File: src/rtl/cfc_pkg.sv
package cfc_pkg;

  typedef enum logic [1:0] {
    CELL_IDLE,
    CELL_START,
    CELL_ADD,
    CELL_DROP
  } cell_act_e;

  function automatic int unsigned acc_width(int unsigned dw, int unsigned taps);
    return 2 * dw + $clog2(taps);
  endfunction

endpackage

File: src/rtl/cfc_cell.sv
module cfc_cell
  import cfc_pkg::*;
#(
  parameter int unsigned NUM_TAPS = 4,
  parameter int unsigned DATA_W   = 8,
  parameter int unsigned ACC_W    = 18
) (
  input  logic              clk_i,
  input  logic              rst_ni,
  input  logic              x_v_i,
  input  logic [DATA_W-1:0] x_d_i,
  output logic              x_v_o,
  output logic [DATA_W-1:0] x_d_o,
  input  logic              w_v_i,
  input  logic              w_f_i,
  input  logic [DATA_W-1:0] w_d_i,
  output logic              w_v_o,
  output logic              w_f_o,
  output logic [DATA_W-1:0] w_d_o,
  output logic              emit_o,
  output logic [ACC_W-1:0]  res_o
);

  localparam int unsigned CNT_W  = $clog2(NUM_TAPS + 1);
  localparam int unsigned PROD_W = 2 * DATA_W;

  logic              x_v_q, w_v_q, w_f_q, live_q;
  logic [DATA_W-1:0] x_d_q, w_d_q;
  logic signed [ACC_W-1:0] acc_q, acc_n, prod_ext;
  logic signed [PROD_W-1:0] prod;
  logic [CNT_W-1:0]  cnt_q, cnt_n;
  cell_act_e         act;
  logic              emit;

  // operand pipelines: samples move right, coefficients move left
  always_ff @(posedge clk_i or negedge rst_ni) begin
    if (!rst_ni) begin
      x_v_q <= 1'b0;
      x_d_q <= '0;
      w_v_q <= 1'b0;
      w_f_q <= 1'b0;
      w_d_q <= '0;
    end else begin
      x_v_q <= x_v_i;
      x_d_q <= x_d_i;
      w_v_q <= w_v_i;
      w_f_q <= w_f_i & w_v_i;
      w_d_q <= w_d_i;
    end
  end

  always_comb begin
    prod     = $signed(x_d_q) * $signed(w_d_q);
    prod_ext = ACC_W'(prod);
    if (x_v_q && w_v_q && w_f_q)      act = CELL_START;
    else if (x_v_q && w_v_q && live_q) act = CELL_ADD;
    else if (x_v_q || w_v_q)           act = CELL_DROP;  // unmatched slot breaks the window
    else                               act = CELL_IDLE;
    acc_n = (act == CELL_START) ? prod_ext : acc_q + prod_ext;
    cnt_n = (act == CELL_START) ? CNT_W'(1) : cnt_q + CNT_W'(1);
    emit  = ((act == CELL_START) || (act == CELL_ADD)) && (cnt_n == CNT_W'(NUM_TAPS));
  end

  always_ff @(posedge clk_i or negedge rst_ni) begin
    if (!rst_ni) begin
      acc_q  <= '0;
      cnt_q  <= '0;
      live_q <= 1'b0;
    end else begin
      unique case (act)
        CELL_START, CELL_ADD: begin
          if (emit) begin
            acc_q  <= '0;
            cnt_q  <= '0;
            live_q <= 1'b0;
          end else begin
            acc_q  <= acc_n;
            cnt_q  <= cnt_n;
            live_q <= 1'b1;
          end
        end
        CELL_DROP: begin
          acc_q  <= '0;
          cnt_q  <= '0;
          live_q <= 1'b0;
        end
        default: ;
      endcase
    end
  end

  assign x_v_o  = x_v_q;
  assign x_d_o  = x_d_q;
  assign w_v_o  = w_v_q;
  assign w_f_o  = w_f_q;
  assign w_d_o  = w_d_q;
  assign emit_o = emit;
  assign res_o  = acc_n;

  AST_CNT_BOUND: assert property (@(posedge clk_i) disable iff (!rst_ni)
    cnt_q <= CNT_W'(NUM_TAPS));

  AST_ACC_NEEDS_PAIR: assert property (@(posedge clk_i) disable iff (!rst_ni)
    !(x_v_q && w_v_q) |=> (acc_q == $past(acc_q)) || (acc_q == '0));

endmodule

File: src/rtl/cfc_drain.sv
module cfc_drain #(
  parameter int unsigned ACC_W = 18
) (
  input  logic             clk_i,
  input  logic             rst_ni,
  input  logic             load_i,
  input  logic [ACC_W-1:0] load_d_i,
  input  logic             prev_v_i,
  input  logic [ACC_W-1:0] prev_d_i,
  output logic             v_o,
  output logic [ACC_W-1:0] d_o
);

  logic             v_q;
  logic [ACC_W-1:0] d_q;

  always_ff @(posedge clk_i or negedge rst_ni) begin
    if (!rst_ni) begin
      v_q <= 1'b0;
      d_q <= '0;
    end else begin
      v_q <= load_i | prev_v_i;
      d_q <= load_i ? load_d_i : prev_d_i;
    end
  end

  assign v_o = v_q;
  assign d_o = d_q;

  AST_DRAIN_NO_CLASH: assert property (@(posedge clk_i) disable iff (!rst_ni)
    load_i |-> !prev_v_i);

endmodule

File: src/rtl/cf_convolver.sv
module cf_convolver
  import cfc_pkg::*;
#(
  parameter int unsigned NUM_TAPS = 4,
  parameter int unsigned DATA_W   = 8,
  parameter int unsigned ACC_W    = acc_width(DATA_W, NUM_TAPS)
) (
  input  logic              clk_i,
  input  logic              rst_ni,
  input  logic              x_valid_i,
  input  logic [DATA_W-1:0] x_data_i,
  input  logic              w_valid_i,
  input  logic              w_first_i,
  input  logic [DATA_W-1:0] w_data_i,
  output logic              y_valid_o,
  output logic [ACC_W-1:0]  y_data_o
);

  localparam int unsigned LINKS = NUM_TAPS + 1;

  logic              x_v [LINKS];
  logic [DATA_W-1:0] x_d [LINKS];
  logic              w_v [LINKS];
  logic              w_f [LINKS];
  logic [DATA_W-1:0] w_d [LINKS];
  logic              dr_v [LINKS];
  logic [ACC_W-1:0]  dr_d [LINKS];

  assign x_v[0]        = x_valid_i;
  assign x_d[0]        = x_data_i;
  assign w_v[NUM_TAPS] = w_valid_i;
  assign w_f[NUM_TAPS] = w_first_i;
  assign w_d[NUM_TAPS] = w_data_i;
  assign dr_v[0]       = 1'b0;
  assign dr_d[0]       = '0;

  for (genvar c = 0; c < NUM_TAPS; c++) begin : g_cell
    logic             emit;
    logic [ACC_W-1:0] res;

    cfc_cell #(
      .NUM_TAPS(NUM_TAPS),
      .DATA_W  (DATA_W),
      .ACC_W   (ACC_W)
    ) i_cell (
      .clk_i (clk_i),
      .rst_ni(rst_ni),
      .x_v_i (x_v[c]),
      .x_d_i (x_d[c]),
      .x_v_o (x_v[c+1]),
      .x_d_o (x_d[c+1]),
      .w_v_i (w_v[c+1]),
      .w_f_i (w_f[c+1]),
      .w_d_i (w_d[c+1]),
      .w_v_o (w_v[c]),
      .w_f_o (w_f[c]),
      .w_d_o (w_d[c]),
      .emit_o(emit),
      .res_o (res)
    );

    // drain runs with the samples; the opposite direction would collide
    cfc_drain #(
      .ACC_W(ACC_W)
    ) i_drain (
      .clk_i   (clk_i),
      .rst_ni  (rst_ni),
      .load_i  (emit),
      .load_d_i(res),
      .prev_v_i(dr_v[c]),
      .prev_d_i(dr_d[c]),
      .v_o     (dr_v[c+1]),
      .d_o     (dr_d[c+1])
    );
  end

  assign y_valid_o = dr_v[NUM_TAPS];
  assign y_data_o  = dr_d[NUM_TAPS];

  AST_X_CADENCE: assert property (@(posedge clk_i) disable iff (!rst_ni)
    x_valid_i |=> !x_valid_i);

  AST_W_CADENCE: assert property (@(posedge clk_i) disable iff (!rst_ni)
    w_valid_i |=> !w_valid_i);

  AST_FIRST_WITH_VALID: assert property (@(posedge clk_i) disable iff (!rst_ni)
    w_first_i |-> w_valid_i);

  AST_Y_SPACED: assert property (@(posedge clk_i) disable iff (!rst_ni)
    y_valid_o |=> !y_valid_o);

endmodule

File: config.mk
export PLATFORM = sky130hd
export DESIGN_NAME = cf_convolver
export DESIGN_NICKNAME = d
export VERILOG_FILES = /design/src/rtl/cfc_pkg.sv /design/src/rtl/cfc_cell.sv /design/src/rtl/cfc_drain.sv /design/src/rtl/cf_convolver.sv
export SDC_FILE = /design/constraint.sdc
export NUM_CORES = 1
export LEC_CHECK = 0
export BUFFER_PORTS_ARGS = -buffer_cell sky130_fd_sc_hd__buf_4
export CORE_UTILIZATION = 60
export CTS_BUF_LIST = sky130_fd_sc_hd__clkbuf_8
export DETAILED_ROUTE_END_ITERATION = 16
export MAX_ROUTING_LAYER = met4
export PLACE_DENSITY = 0.77
export RECOVER_POWER = 50
export SLEW_MARGIN = 20
export SYNTH_ARGS = -nofsm -noshare
export SYNTH_HDL_FRONTEND = slang
export SYNTH_HIERARCHICAL = 1
export SYNTH_SLANG_ARGS = --single-unit
File: constraint.sdc
create_clock -name clk_i -period 7.7 [get_ports clk_i]
set_clock_uncertainty 0.1 [all_clocks]
set_input_delay 0.385 -clock clk_i [delete_from_list [all_inputs] [get_ports clk_i]]
set_output_delay 0.385 -clock clk_i [all_outputs]
set_load 0.005 [all_outputs]
==> results of run 1 <==
[layer usage]
| metal | wire length, um | share of wire [%] | global-route usage, % |
|---|---|---|---|
| met5 | 0 | 0 | - |
| met4 | 1720 | 3.4 | 10.42 |
| met3 | 2119 | 4.2 | 4.126 |
| met2 | 25290 | 50 | 47.79 |
| met1 | 21250 | 42 | 35.44 |
[cells by family (layout without fill, tap and decap cells)]
kind of cell | after synthesis | count (layout) | synth area share [%]
compound gates | 399 | 399 | 12.39
xor+xnor | 128 | 128 | 5.077
fa+ha+maj | 420 | 420 | 30.79
buf+inv | 416 | 527 | 7.377
flops | 240 | 240 | 26.66
mux | 87 | 87 | 4.938
other cells | 1 | 19 | 0.01665
simple gates | 563 | 563 | 12.74
[area by class of cell]
| cell class | count | area share [%] |
|---|---|---|
| clock buffer | 52 | 2.925 |
| tap | 468 | 2.393 |
| timing repair buffer | 69 | 2.311 |
| sequential | 240 | 24.54 |
| multi-input combinational | 1616 | 61.13 |
| clock inverter | 29 | 0.9152 |
| inverter | 377 | 5.783 |
[stage by stage]
stage / utilization [%] / hold WS (ps) / cell area [um2] / setup slack (ps) / instances
detailed placement: 63.47 / 323.8 / 23350 / 1167 / 2750
global route: 66.52 / 299.7 / 24470 / 887.6 / 2851
floorplan: - / -10.59 / 22590 / 1753 / 2272
global placement: 63.47 / 318.2 / 23350 / 1261 / 2750
finish: 66.52 / 333.6 / 24470 / 1142 / 2851
CTS: 66.57 / 262.3 / 24490 / 1179 / 2851
[critical path, cell delays in order, from the launching register on]
cell,delay [ps]
dfrtp_1,480
and2_1,230
fa_1,530
inv_1,50
fa_1,520
inv_1,50
fa_1,470
inv_1,60
fa_1,480
inv_1,40
ha_1,330
a21oi_1,230
nor2b_1,100
o311ai_2,320
a21boi_0,510
ha_1,410
a21oi_1,210
and4bb_2,250
a211oi_1,90
or4_1,470
nand3_1,110
xnor2_1,110
mux2_2,280
[cells in the final DEF (no fill, tap or decap), types with 37 or more instances in the layout]
cell type  count
a21o_1        38
a21oi_1       93
a22o_1        61
and2_1       170
clkbuf_8      52
dfrtp_1      240
fa_1         224
ha_1         196
inv_1        386
mux2_2        45
mux2_4        37
nand2_1      152
nor2_1       108
o21ai_0       64
xnor2_1       84
xor2_1        41
[state kept, by name, summed over array words and instances, names as in the netlist, 12 cells and up]
signal	count
g_cell.i_cell/x_d_o	32
g_cell.i_cell/cnt_q	12
g_cell.i_drain/d_o	72
g_cell.i_cell/acc_q	72
g_cell.i_cell/w_d_o	32
[path summary, 6_finish.rpt]
check,cells after the start,startpoint,endpoint,slack [ps]
setup / recovery,22,g_cell[3].i_cell/w_d_o[2],g_cell[3].i_drain/d_o[17],1140
hold / removal,1,g_cell[0].i_drain/v_o,g_cell[1].i_drain/v_o,330
setup reg to reg,22,g_cell[3].i_cell/w_d_o[2],g_cell[3].i_drain/d_o[17],1140
hold reg to reg,1,g_cell[0].i_drain/v_o,g_cell[1].i_drain/v_o,330
max in group asynchronous,2,rst_ni,g_cell[2].i_drain/d_o[15],2170
min in group asynchronous,2,rst_ni,g_cell[0].i_cell/x_d_o[4],2230
[synth_stat cells, types with 13 or more instances]
library cell	count
a21o_1	38
a21oi_1	93
a22o_1	61
and2_1	173
and3_1	13
clkbuf_1	25
dfrtp_1	240
fa_1	224
ha_1	196
inv_1	377
mux2_2	45
mux2_4	37
nand2_1	152
nand2b_1	21
nand3_1	30
nor2_1	108
nor3_1	17
o21a_1	19
o21ai_0	64
o21ai_1	22
xnor2_1	84
xor2_1	41
==> results.sh, run 1 <==
export IMPL_dp_hpwl_mm=38.24
export IMPL_antenna_cells=0
export IMPL_n_fill_cell=2945
export IMPL_io_pins=40
export IMPL_nets=2790
export IMPL_die_h_um=195.8
export IMPL_dieWidth_um=195.8
export IMPL_row_count=70
export IMPL_fin_crit_ps=6558
export IMPL_rsz0062_at_grt="false"
export IMPL_synthTopCellsByArea="dfrtp_1, fa_1, ha_1, inv_1, and2_1"
export IMPL_violations="capacitance limit, slew limit"
export IMPL_drive_gt1_share_pct=10.32
export IMPL_clkTransAtPathRegs_ps=60
export IMPL_hold_class="reg -> reg"
export IMPL_max_freq_mhz=152.5
export IMPL_syn_area_um2=22530
export IMPL_post_cts_resized=0
export IMPL_via_per_inst=5.609
export IMPL_synth_cells=2254
export IMPL_wl_per_cell_um=17.67
export IMPL_antenna_found_initial=1
export IMPL_wl_mm=50.38
export IMPL_slew_violations=100
export IMPL_async_flop_share_pct=100.0
export IMPL_grt_pass1_wl_mm=84.07
export IMPL_yosysSeqAreaShare_pct=26.66
export IMPL_ant_nets=0
export IMPL_dr_pass1_iters=6
export IMPL_die_area_um2=38320
export IMPL_fin_tns_setup_ps=0
export IMPL_drc=0
export IMPL_period_share_pct=85.17
export IMPL_worstPathArrival_ps=6960
export IMPL_multi_input_area_um2=14960
export IMPL_insertion_delay_ps=620
export IMPL_worstMarginPinSlew_ps=5475
export IMPL_io_buffer_count=39
export IMPL_gr_total_overflow=0
export IMPL_final_seq_area_um2=6006
export IMPL_root_buffer="clkbuf_8"
export IMPL_required_ps=8100
export IMPL_h_tree_depth=2
export IMPL_cts_buffer_depth=3
export IMPL_synthDistinctLibCells=85
export IMPL_setup_viol=0
export IMPL_synthToLayoutAreaGrowth_pct=8.638
export IMPL_critPathKind="reg -> reg"
export IMPL_synth_top_cell_area_share_pct=26.66
export IMPL_status="finished with violations"
export IMPL_ctsHoldBuffers=20
export IMPL_final_hold_viol_count=0
export IMPL_vias=15992
export IMPL_critPathLaunchType="flip-flop"
export IMPL_cts_tree="built"
export IMPL_ys_warn_count=6
export IMPL_grt_use_total_pct=28.56
export IMPL_synth_edf_count=0
export IMPL_place_congestion=0.9515
export IMPL_cp_end_kind="flip-flop"
export IMPL_synth_flop_cell="dfrtp_1"
export IMPL_grt_max_degree=143
export IMPL_cts_buffers=45
export IMPL_clock_sinks=240
export IMPL_synth_seq_cells=240
export IMPL_yosys_area_top_type="dfrtp_1"
export IMPL_slew_limit_headroom_pct=-265.0
export IMPL_coreArea_um2=36790
export IMPL_postCtsSetupRepairBufs=0
export IMPL_drt_iter0_markers=711
export IMPL_grt_pass1_vias=16777
export IMPL_start_util_pct=61.23
export IMPL_critPathMaxFanout=9
export IMPL_avgSynthCellArea_um2=9.994
export IMPL_cap_viol_max_count=1
Power of run 1 is not shown: default switching activity piles up to over one toggle a cycle in this logic, so the estimate is an artifact.
==> run 2: changes to the inputs <==
- PLACE_DENSITY: 0.77 -> 0.81
- RECOVER_POWER: 50 -> unset
==> run 2 against run 1 <==
Against the previous run:
- the run now ends clean
- cell count about the same
- core utilization increased by 0.085 points
- cell area increased by 0.13%
- worst setup slack improved by 12 ps
- sequential cell count unchanged
- first-iteration DRC count increased by 5.3%
- routed wire length decreased by 1.3%
- via count increased by 0.53%
- global-route usage decreased by 0.51 points
- die area unchanged
==> results.sh, run 2 (same netlist as run 1, synthesis figures left out) <==
export IMPL_critPathMaxStageDelay_ps=560
export IMPL_h_tree_depth=2
export IMPL_final_hold_viol_count=0
export IMPL_postCtsSetupRepairBufs=0
export IMPL_cts_tree="built"
export IMPL_drt_iter0_markers=749
export IMPL_grt_pass1_vias=17123
export IMPL_cap_viol_max_count=0
export IMPL_busiest_layer="met2"
export IMPL_critical_path_slowest_cell="a21boi_0"
export IMPL_wl_mm=49.70
export IMPL_layout_commonest_cell="inv_1"
export IMPL_insertion_delay_ps=610
export IMPL_gr_total_overflow=0
export IMPL_place_congestion=0.9460
export IMPL_fin_crit_ps=6545
export IMPL_root_buffer="clkbuf_8"
export IMPL_nets=2791
export IMPL_die_area_um2=38320
export IMPL_clkTransAtPathRegs_ps=60
export IMPL_drive_gt1_share_pct=10.33
export IMPL_cts_buffers=45
export IMPL_dr_pass1_iters=5
export IMPL_fin_tns_setup_ps=0
export IMPL_worstPathArrival_ps=6940
export IMPL_n_fill_cell=2827
export IMPL_antenna_cells=0
export IMPL_slew_violations=0
export IMPL_io_buffer_count=39
export IMPL_vias=16076
export IMPL_synthToLayoutAreaGrowth_pct=8.776
export IMPL_die_h_um=195.8
export IMPL_drc=0
export IMPL_io_pins=40
export IMPL_use_met1_pct=34.64
export IMPL_rsz0062_at_grt="false"
export IMPL_critPathTopFamily="adder cells"
export IMPL_grt_pass1_wl_mm=83.68
export IMPL_cts_buffer_depth=3
export IMPL_row_count=70
export IMPL_cp_end_kind="flip-flop"
export IMPL_grt_max_degree=96
export IMPL_setup_viol=0
export IMPL_critPathKind="reg -> reg"
export IMPL_required_ps=8100
export IMPL_start_util_pct=61.23
export IMPL_status="completed"
export IMPL_critPathLaunchType="flip-flop"
export IMPL_via_per_inst=5.641
export IMPL_clock_sinks=240
export IMPL_worst_path_buf_inv=4
export IMPL_critPathMaxFanout=9
export IMPL_wl_per_cell_um=17.44
export IMPL_dieWidth_um=195.8
export IMPL_dp_hpwl_mm=37.97
export IMPL_coreArea_um2=36790
export IMPL_worstMarginPinSlew_ps=1114
export IMPL_slew_limit_headroom_pct=25.51
export IMPL_path_cells="and2_1 > fa_1 > inv_1 > fa_1 > inv_1 > fa_1 > inv_1 > fa_1 > inv_1 > ha_1 > a21oi_1 > nor2b_1 > o311ai_2 > a21boi_0 > ha_1 > o21a_1 > o21a_1 > o21ai_1 > a211oi_1 > or4_1 > nand3_1 > xnor2_1 > mux2_2"
export IMPL_use_met2_pct=46.53
export IMPL_antenna_found_initial=0
export IMPL_layout_common_cells="inv_1, dfrtp_1, fa_1, ha_1, and2_1"
export IMPL_hold_class="in -> async"
export IMPL_period_share_pct=85.01
export IMPL_grt_use_total_pct=28.06
export IMPL_use_met3_pct=3.713
export IMPL_ant_nets=0
export IMPL_max_freq_mhz=152.8
run 2: cell count changes in the layout (fill, tap and decap cells not counted), sizes merged:
| cell | previous run | this run |
|---|---|---|
| buf | 10 | 50 |
| clkbuf | 91 | 55 |
| clkinv | 12 | 7 |
| clkinvlp | 3 | 2 |
| inv | 388 | 389 |
run 2: worst reg2reg max path, delay by kind of cell (launching register included):
kind | cells | cell delay (ps)
and+or+nand+nor | 4 | 910
adders and majority gates | 6 | 2750
buffers and inverters | 4 | 190
muxes | 1 | 290
xor gates and xnor gates | 1 | 110
DFF | 1 | 480
AOI/OAI and AO/OA | 7 | 1610
run 2: layout make-up:
class                      instances  area (um2)  share of cell area (%)
timing repair buffer              70       583.1                   2.380
clock inverter                    24       201.4                  0.8221
multi-input combinational       1616       14950                   61.03
inverter                         377        1415                   5.775
clock buffer                      55       757.0                   3.089
tap                              468       585.6                   2.390
sequential                       240        6006                   24.51
run 2: worst paths after layout:
| kind | end | cells past startpoint | slack, ps | start |
|---|---|---|---|---|
| setup / recovery | g_cell[3].i_drain/d_o[17] | 23 | 1150 | g_cell[3].i_cell/w_d_o[1] |
| hold / removal | g_cell[0].i_cell/x_d_o[7] | 2 | 260 | rst_ni |
| setup reg to reg | g_cell[3].i_drain/d_o[17] | 23 | 1150 | g_cell[3].i_cell/w_d_o[1] |
| hold reg to reg | g_cell[1].i_drain/v_o | 1 | 320 | g_cell[0].i_drain/v_o |
| max in group asynchronous | g_cell[3].i_cell/w_d_o[1] | 3 | 5730 | rst_ni |
| min in group clk_i | g_cell[1].i_drain/v_o | 1 | 320 | g_cell[0].i_drain/v_o |
run 2: per-stage QoR:
stage	utilization (%)	area, um2	cells	setup slack (ps)	hold slack, ps
after floorplan	-	22590	2272	1753	-10.59
final	66.61	24500	2850	1155	262.7
after detailed placement	63.46	23340	2751	1120	312.3
after global routing	66.61	24500	2850	837.6	314.6
after CTS	66.61	24500	2850	1112	284.7
after global placement	63.46	23340	2751	1250	311.6
run 2: repair_timing:
item	4_1_cts	5_1_grt
endpoints found under the hold margin	112	0
hold buffers	20	0
gates resized for setup	0	0
run 2: per-layer routing:
metal	routed length, um	share of wire, %	up-vias
met4	1989	4.0	0
li1	-	-	7555
met1	20910	42	8032
met5	0	0	-
met2	24490	49	371
met3	2308	4.6	118
Power of run 2 is left out for the same reason.
==> run 3: changes to the inputs <==
- CORE_UTILIZATION: 60 -> 51
- PLACE_DENSITY: 0.81 -> 0.71
- SETUP_SLACK_MARGIN: unset -> 0.1
==> run 3 against run 2 <==
Against the previous run:
- sequential share of layout area decreased by 0.30 points
- cell area increased by 1.2%
- routed wire length rose by 0.86%
- sequential cell count unchanged
- critical path type unchanged
- critical endpoint unchanged
==> results.sh, run 3 (same netlist as run 1, synthesis figures left out) <==
export IMPL_critPathMaxStageDelay_ps=530
export IMPL_critical_path_slowest_cell="fa_1"
export IMPL_layout_common_cells="inv_1, dfrtp_1, fa_1, ha_1, and2_1"
export IMPL_worstPathArrival_ps=6930
export IMPL_clkTransAtPathRegs_ps=70
export IMPL_cts_buffer_depth=3
export IMPL_final_setup_worst_slack_ps=1163
export IMPL_wl_mm=50.13
export IMPL_fin_tns_setup_ps=0
export IMPL_worstHoldEndpoint="g_cell[0].i_cell/x_v_o"
export IMPL_post_place_ws_ps=1156
export IMPL_die_area_um2=45010
export IMPL_clock_sinks=240
export IMPL_drc=0
export IMPL_io_buffer_count=39
export IMPL_dp_hpwl_mm=38.09
export IMPL_fin_area_um2=24800
export IMPL_place_area_um2=23500
export IMPL_vias=15944
export IMPL_slew_violations=0
export IMPL_worstMarginPinSlew_ps=1017
export IMPL_io_pins=40
export IMPL_antenna_cells=0
export IMPL_row_count=76
export IMPL_via_per_inst=5.376
export IMPL_cap_viol_max_count=0
export IMPL_grt_use_total_pct=24.15
export IMPL_required_ps=8100
export IMPL_rrSetupSlack_ps=1160
export IMPL_die_h_um=212.2
export IMPL_post_cts_resized=0
export IMPL_reg2reg_from="g_cell[3].i_cell/w_d_o[2]"
export IMPL_hold_path_depth=2
export IMPL_start_util_pct=51.95
export IMPL_cp_end_kind="flip-flop"
export IMPL_setup_viol=0
export IMPL_status="completed"
export IMPL_r2r_end="g_cell[3].i_drain/d_o[17]"
export IMPL_synthToLayoutAreaGrowth_pct=10.12
export IMPL_antenna_found_initial=0
export IMPL_max_freq_mhz=153.0
export IMPL_slew_limit_headroom_pct=32.23
export IMPL_hp_start="x_valid_i"
export IMPL_hold_class="in -> reg"
export IMPL_grt_pass1_vias=16952
export IMPL_critPathMaxFanout=9
export IMPL_coreArea_um2=43360
export IMPL_reg2regPathDepth=23
export IMPL_rsz0062_at_grt="false"
export IMPL_place_congestion=0.9449
export IMPL_grt_pass1_wl_mm=83.66
export IMPL_fin_crit_ps=6537
export IMPL_cts_buffers=44
export IMPL_dr_pass1_iters=4
export IMPL_drive_gt1_share_pct=10.37
export IMPL_path_cells="and2_1 > fa_1 > inv_1 > fa_1 > inv_1 > fa_1 > inv_1 > fa_1 > inv_1 > ha_1 > a21oi_1 > nor2b_1 > o311ai_2 > a21boi_0 > ha_1 > o21a_1 > o21a_1 > o21ai_1 > a211oi_1 > or4_1 > nand3_1 > xnor2_1 > mux2_2"
export IMPL_h_tree_depth=2
export IMPL_layout_commonest_cell="inv_1"
export IMPL_wl_per_cell_um=16.90
export IMPL_critPathKind="reg -> reg"
export IMPL_gr_total_overflow=0
export IMPL_dieWidth_um=212.2
export IMPL_cts_tree="built"
export IMPL_insertion_delay_ps=620
export IMPL_final_hold_viol_count=0
export IMPL_postCtsSetupRepairBufs=0
export IMPL_drt_iter0_markers=703
export IMPL_critPathLaunchType="flip-flop"
export IMPL_period_share_pct=84.90
export IMPL_grt_max_degree=103
export IMPL_root_buffer="clkbuf_8"
export IMPL_nets=2791
export IMPL_fin_util_pct=57.20
export IMPL_ant_nets=0
[run 3: cell type report]
type	instances	area [um2]
Timing Repair Buffer	71	590.6
Sequential cell	240	6006
Fill cell	3823	18560
Inverter	377	1415
Multi-Input combinational cell	1616	14960
Clock buffer	50	688.2
Clock inverter	27	411.6
Tap cell	585	732.0
[run 3: critical path: cells and delay by family, from the launching register on]
kind,cells,cell delay [ps]
adders and majority gates,6,2750
AOI/OAI and AO/OA,7,1590
and+or+nand+nor,4,920
DFF,1,480
muxes,1,290
buffers and inverters,4,200
xor gates and xnor gates,1,110
[run 3: layer usage]
metal | up-vias | GRT usage [%] | wire length, um
met5 | - | - | 0
met4 | 0 | 7.996 | 1315
met3 | 78 | 3.043 | 1749
met2 | 274 | 41.13 | 25620
met1 | 8040 | 29.73 | 21450
li1 | 7552 | - | -
[run 3: worst max-delay path by stage]
stage	startpoint	endpoint	slack, ps	cells after the start
after floorplan	g_cell[2].i_cell/w_d_o[2]	g_cell[2].i_drain/d_o[17]	1750	25
after global placement	g_cell[2].i_cell/w_d_o[2]	g_cell[2].i_drain/d_o[17]	1240	21
after detailed placement	g_cell[3].i_cell/w_d_o[2]	g_cell[3].i_drain/d_o[17]	1160	23
after CTS	g_cell[2].i_cell/w_d_o[2]	g_cell[2].i_drain/d_o[17]	1130	21
after global routing	g_cell[0].i_cell/w_d_o[2]	g_cell[0].i_drain/d_o[17]	830	23
final	g_cell[3].i_cell/w_d_o[2]	g_cell[3].i_drain/d_o[17]	1160	23
[run 3: what timing repair did]
item                                   CTS  global route
hold buffers                            20             0
setup endpoints to repair                0             0
endpoints found under the hold margin  119             0
[run 3: stage by stage]
stage	instances	hold slack (ps)
after floorplan	2272	-10.59
after global placement	2869	309.8
after detailed placement	2869	332.8
after CTS	2966	254.4
after global routing	2966	298.2
final	2966	317.7
Power of run 3 is left out for the same reason.
